File: config.mk
export PLATFORM = sky130hd
export DESIGN_NAME = bus_line_conditioner
export DESIGN_NICKNAME = d
export VERILOG_FILES = /design/src/rtl/bus_line_cond_pkg.sv /design/src/rtl/line_sync.sv /design/src/rtl/glitch_fsm.sv /design/src/rtl/hold_line.sv /design/src/rtl/bus_line_conditioner.sv
export SDC_FILE = /design/constraint.sdc
export NUM_CORES = 1
export LEC_CHECK = 0
export CORE_UTILIZATION = 52
export CTS_CLUSTER_SIZE = 10
export DETAILED_ROUTE_END_ITERATION = 10
export GPL_ROUTABILITY_DRIVEN = 0
export PLACE_DENSITY = 0.74
export SYNTH_ARGS = -nofsm -noshare
export SYNTH_HDL_FRONTEND = slang
export SYNTH_SLANG_ARGS = --single-unit
File: constraint.sdc
create_clock -name clk -period 3.21 [get_ports clk]
set_clock_uncertainty 0.2 [all_clocks]
set_input_delay 0.642 -clock clk [delete_from_list [all_inputs] [get_ports clk]]
set_output_delay 0.642 -clock clk [all_outputs]
set_load 0.05 [all_outputs]
File: src/rtl/bus_line_cond_pkg.sv
package bus_line_cond_pkg;

    typedef enum logic [1:0] {
        FLT_LOW  = 2'd0,
        FLT_RISE = 2'd1,
        FLT_HIGH = 2'd2,
        FLT_FALL = 2'd3
    } flt_state_t;

endpackage

File: src/rtl/line_sync.sv
module line_sync #(
    parameter int STAGES = 2
) (
    input  logic clk,
    input  logic rst_n,
    input  logic d_in,
    output logic q_out
);

    logic [STAGES-1:0] chain;

    always_ff @(posedge clk or negedge rst_n) begin
        if (!rst_n) begin
            chain <= '1;
        end else begin
            chain <= {chain[STAGES-2:0], d_in};
        end
    end

    assign q_out = chain[STAGES-1];

endmodule

File: src/rtl/glitch_fsm.sv
module glitch_fsm
    import bus_line_cond_pkg::*;
#(
    parameter int CNT_W     = 4,
    parameter bit RST_LEVEL = 1'b1
) (
    input  logic             clk,
    input  logic             rst_n,
    input  logic             s_in,
    input  logic [CNT_W-1:0] depth,
    output logic             level
);

    flt_state_t       st, st_nx;
    logic [CNT_W-1:0] cnt, cnt_nx;

    // state register
    always_ff @(posedge clk or negedge rst_n) begin
        if (!rst_n) begin
            st  <= RST_LEVEL ? FLT_HIGH : FLT_LOW;
            cnt <= '0;
        end else begin
            st  <= st_nx;
            cnt <= cnt_nx;
        end
    end

    // transitions: a new level must win depth+1 consecutive samples
    always_comb begin
        st_nx  = st;
        cnt_nx = '0;
        unique case (st)
            FLT_LOW: begin
                if (s_in) begin
                    if (depth == '0) begin
                        st_nx = FLT_HIGH;
                    end else begin
                        st_nx  = FLT_RISE;
                        cnt_nx = CNT_W'(1);
                    end
                end
            end
            FLT_RISE: begin
                if (!s_in) begin
                    st_nx = FLT_LOW;
                end else if (cnt >= depth) begin
                    st_nx = FLT_HIGH;
                end else begin
                    cnt_nx = cnt + 1'b1;
                end
            end
            FLT_HIGH: begin
                if (!s_in) begin
                    if (depth == '0) begin
                        st_nx = FLT_LOW;
                    end else begin
                        st_nx  = FLT_FALL;
                        cnt_nx = CNT_W'(1);
                    end
                end
            end
            FLT_FALL: begin
                if (s_in) begin
                    st_nx = FLT_HIGH;
                end else if (cnt >= depth) begin
                    st_nx = FLT_LOW;
                end else begin
                    cnt_nx = cnt + 1'b1;
                end
            end
            default: begin
                st_nx = FLT_HIGH;
            end
        endcase
    end

    // outputs
    always_comb begin
        level = (st == FLT_HIGH) || (st == FLT_FALL);
    end

endmodule

File: src/rtl/hold_line.sv
module hold_line #(
    parameter int HOLD_W = 3,
    parameter int UNIT   = 5
) (
    input  logic              clk,
    input  logic              rst_n,
    input  logic              d_in,
    input  logic [HOLD_W-1:0] hold,
    output logic              d_out
);

    localparam int MAX_DLY = ((1 << HOLD_W) - 1) * UNIT;
    localparam int TAP_W   = $clog2(MAX_DLY);

    logic [MAX_DLY-1:0] line_q;
    logic [TAP_W-1:0]   tap;

    always_ff @(posedge clk or negedge rst_n) begin
        if (!rst_n) begin
            line_q <= '1;
        end else begin
            line_q <= {line_q[MAX_DLY-2:0], d_in};
        end
    end

    always_comb begin
        tap = TAP_W'(int'(hold) * UNIT - 1);
        if (hold == '0) begin
            d_out = d_in;
        end else begin
            d_out = line_q[tap];
        end
    end

endmodule

File: src/rtl/bus_line_conditioner.sv
module bus_line_conditioner #(
    parameter int DEPTH_W     = 4,
    parameter int HOLD_W      = 3,
    parameter int HOLD_UNIT   = 5,
    parameter int SYNC_STAGES = 2,
    parameter int DEPTH_RST   = 7,
    parameter int HOLD_RST    = 1
) (
    input  logic                      clk,
    input  logic                      rst_n,
    input  logic [DEPTH_W+HOLD_W:0]   cfg_in,
    input  logic                      scl_in,
    input  logic                      sda_in,
    output logic                      scl_out,
    output logic                      sda_out,
    output logic                      scl_rise,
    output logic                      scl_fall
);

    localparam int CFG_W = DEPTH_W + HOLD_W + 1;

    logic [1:0]         line_raw;
    logic [1:0]         line_sync;
    logic [1:0]         line_filt;
    logic [DEPTH_W-1:0] act_depth;
    logic [HOLD_W-1:0]  act_hold;
    logic               bus_idle;
    logic               scl_filt_q;
    logic               rsv_unused;

    assign line_raw   = {sda_in, scl_in};
    assign rsv_unused = cfg_in[CFG_W-1];

    // index 0 is the clock line, index 1 the data line
    for (genvar g = 0; g < 2; g++) begin : g_line
        line_sync #(
            .STAGES (SYNC_STAGES)
        ) i_sync (
            .clk   (clk),
            .rst_n (rst_n),
            .d_in  (line_raw[g]),
            .q_out (line_sync[g])
        );

        glitch_fsm #(
            .CNT_W     (DEPTH_W),
            .RST_LEVEL (1'b1)
        ) i_flt (
            .clk   (clk),
            .rst_n (rst_n),
            .s_in  (line_sync[g]),
            .depth (act_depth),
            .level (line_filt[g])
        );
    end

    assign bus_idle = line_filt[0] & line_filt[1];

    // working settings follow cfg_in only while the bus rests high
    always_ff @(posedge clk or negedge rst_n) begin
        if (!rst_n) begin
            act_depth <= DEPTH_W'(DEPTH_RST);
            act_hold  <= HOLD_W'(HOLD_RST);
        end else if (bus_idle) begin
            act_depth <= cfg_in[DEPTH_W-1:0];
            act_hold  <= cfg_in[DEPTH_W+HOLD_W-1:DEPTH_W];
        end
    end

    hold_line #(
        .HOLD_W (HOLD_W),
        .UNIT   (HOLD_UNIT)
    ) i_hold (
        .clk   (clk),
        .rst_n (rst_n),
        .d_in  (line_filt[1]),
        .hold  (act_hold),
        .d_out (sda_out)
    );

    always_ff @(posedge clk or negedge rst_n) begin
        if (!rst_n) begin
            scl_filt_q <= 1'b1;
        end else begin
            scl_filt_q <= line_filt[0];
        end
    end

    assign scl_out  = line_filt[0];
    assign scl_rise = line_filt[0] & ~scl_filt_q;
    assign scl_fall = ~line_filt[0] & scl_filt_q;

endmodule

==> results_dict.tcl <==
set metrics [dict create \
    gr-total-overflow 0 \
    track_usage_pct 19.1 \
    start_util_pct 54.3 \
    yosysMostFrequentCell "dfstp_2" \
    synth_largest_area_cell "dfstp_2" \
    antenna_found_initial 0 \
    post-route-period-util_pct 118 \
    run_status "complete, but fails checks" \
    io_buffer_count 14 \
    dieArea_mm2 0.00525 \
    max-cap-violations 0 \
    viasPerCell 5.16 \
    hold_path_class "reg2reg" \
    num_rows 25 \
    cp.required_ns 2.37 \
    worst_path_max_delay_cell "dfstp_2" \
    diodes 0 \
    design_area_mm2 0.00309 \
    slew_violations 0 \
    muxShareOfSynthArea_pct 14.1 \
    setup_viol 1 \
    grt_pass1_wl_um 7200 \
    grtUsageMet1_pct 25.0 \
    crit_buf_inv 3 \
    cts_root_buffer "clkbuf_8" \
    synthFlopType "dfstp_2" \
    synth_area_leaders "dfstp_2 47%, dfrtp_1 13%, ha_1 8.2%" \
    yosysTopAreaCellShare_pct 46.8 \
    die_h_um 72.5 \
    synthToLayoutAreaGrowth_pct 19.8 \
    crit_path_end_kind "output port" \
    antenna_left 0 \
    cts_tree "built" \
    cts_max_path_buffers 2 \
    routedWlPerCell_um 14.6 \
    path_cells "inv_4, ha_4, inv_1, fa_2, xnor2_4, mux2i_1, mux2_2, nor3_2, a41oi_1, o211ai_1, buf_12" \
    fmax_mhz 264 \
    post-route-min-period_ns 3.79 \
    path_delay_family "adder cells" \
    routed_wl_um 4090 \
    cts_sinks 59 \
    grt_use_met3_pct 7.36 \
    setup_slack_ns -0.575 \
    fill_cells 344 \
    synthAdderAreaFrac_pct 9.01 \
    yosysSeqAreaShare_pct 59.4 \
    synth_edf_count 0 \
    core_mm2 0.00475 \
    dpl.hpwl_um 2900 \
    drtIter0Drc 46 \
    grt_max_degree 44 \
    yosys.area_share.xor_xnor_pct 3.34 \
    grtUsageMet2_pct 28.2 \
    crit_path_max_fanout 6 \
    worst-slew-pin-transition_ns 0.875 \
    synth_seq_cells 59 \
    yosys_warnings 0 \
    hold_viol_final 0 \
    start_kind "register" \
    placed_area_mm2 0.00291 \
    violations "setup timing" \
    ys_types 31 \
    synth-compound-area-share_pct 4.99 \
    critical_path_class "reg2out" \
    post-cts-setup-buffers 0 \
    regArea_mm2 0.00153 \
    slowest_delay_ns 0.57 \
    drc 0 \
    clock_latency_ns 0.33 \
    synth_top_family_by_area "multiplexers" \
    worstPathArrival_ns 2.94 \
    path_clk_slew_ns 0.06 \
    grt_setup_unrepaired "true" \
    drive_gt1_share_pct 41.6 \
    syn_inst 181 \
    hold_buffers 0 \
    yosys.area_share.simple_pct 5.96 \
    place_ws_ns -0.248 \
    io_pins 16 \
    multi_input_area_mm2 0.00103 \
    relSlewSlack_pct 41.7 \
    htree_levels 3 \
    drt_first_pass_iters 4 \
    grt_pass1_vias 1546 \
    nets 239 \
    synth.cell_area_mm2 0.00258 \
    top_usage_layer "met2" \
    vias 1450 \
    synth_nets 211 \
    fp.dieW_um 72.5 \
    cts_buffers 9 \
    yosys-top-cells-count "46 x dfstp_2, 17 x ha_1, 15 x inv_1, 13 x dfrtp_1, 13 x nor2_1" \
    synth.avg_cell_area_um2 14.3 \
    async_flop_share_pct 100 \
]
==> worst register-to-register path, cell delays in order (launching register included) <==
cell and delay (ns):
dfstp_2 0.58, ha_1 0.24, nand2b_1 0.13, a21o_1 0.17, a21o_1 0.17, a21oi_1 0.35, nor2_1 0.10, mux2_2 0.28
==> metrics by stage <==
step	TNS [ns]	hold WS (ns)	std cells	utilization, %
finish	-0.575	0.155	281	65.1
floorplan	-0.611	0.145	181	-
global placement	-0.187	0.147	265	61.1
global route	-0.731	0.155	281	65.1
CTS	-0.615	0.157	281	64.9
detailed placement	-0.248	0.147	265	61.1
==> what timing repair did <==
action	CTS	global route
pin swaps	1	1
setup endpoints to repair	1	1
resized for setup	0	2
==> metal layers <==
metal / routed length, µm / vias to the layer above
li1: - / 687
met1: 1950 / 735
met2: 1910 / 20
met3: 146 / 8
met4: 86 / 0
met5: 0 / -
==> layout make-up <==
cell class                      instances  share of cell area (%)
Clock buffer                           14                    5.58
Tap cell                               67                    2.71
Timing Repair Buffer                   22                    6.63
Sequential cell                        59                    49.6
Multi-Input combinational cell        102                    33.2
Inverter                               15                    1.98
Clock inverter                          2                   0.324
==> kinds of logic (layout without fill, tap and decap cells) <==
family / count (synthesis) / count (layout)
and+or+nand+nor: 33 / 33
buffers and inverters: 20 / 53
muxes: 22 / 22
AOI/OAI and AO/OA: 20 / 20
xor gates and xnor gates: 9 / 9
DFF: 59 / 59
adders and majority gates: 18 / 18
==> path summary, 6_finish.rpt <==
path | depth (start not counted) | endpoint | startpoint | slack (ns)
setup / recovery | 11 | sda_out | act_hold[0] | -0.58
hold reg to reg | 0 | g_line[0].i_sync.chain[1] | g_line[0].i_sync.chain[0] | 0.16
hold / removal | 0 | g_line[0].i_sync.chain[1] | g_line[0].i_sync.chain[0] | 0.16
setup reg to reg | 7 | g_line[0].i_flt.st[1] | act_depth[0] | 0.91
min in group asynchronous | 1 | g_line[0].i_flt.cnt[2] | rst_n | 0.22
max in group asynchronous | 2 | i_hold.line_q[20] | rst_n | 1.77
==> flip-flops by register name (all words and copies together), names as in the netlist <==
| signal | flops |
|---|---|
| act_hold | 3 |
| g_line.i_flt.cnt | 8 |
| g_line.i_flt.st | 4 |
| g_line.i_sync.chain | 4 |
| scl_filt_q | 1 |
| act_depth | 4 |
| i_hold.line_q | 35 |
==> layout by cell type (no fill, tap or decap), drive strengths merged, types with 2 or more instances in the layout <==
master,count
nor2b,4
xor2,5
ha,17
nor2,13
dfstp,46
nand2b,4
clkinv,2
mux2i,4
xnor2,4
clkdlybuf4s50,12
inv,15
nand3,3
a21o,4
a21oi,5
dfrtp,13
clkbuf,14
o21ai,5
mux4,8
mux2,10
buf,10
nand2,6
Power is left out: the tool's default activity adds up to more than one toggle a clock period on the data nets, which glitch-free logic cannot reach.
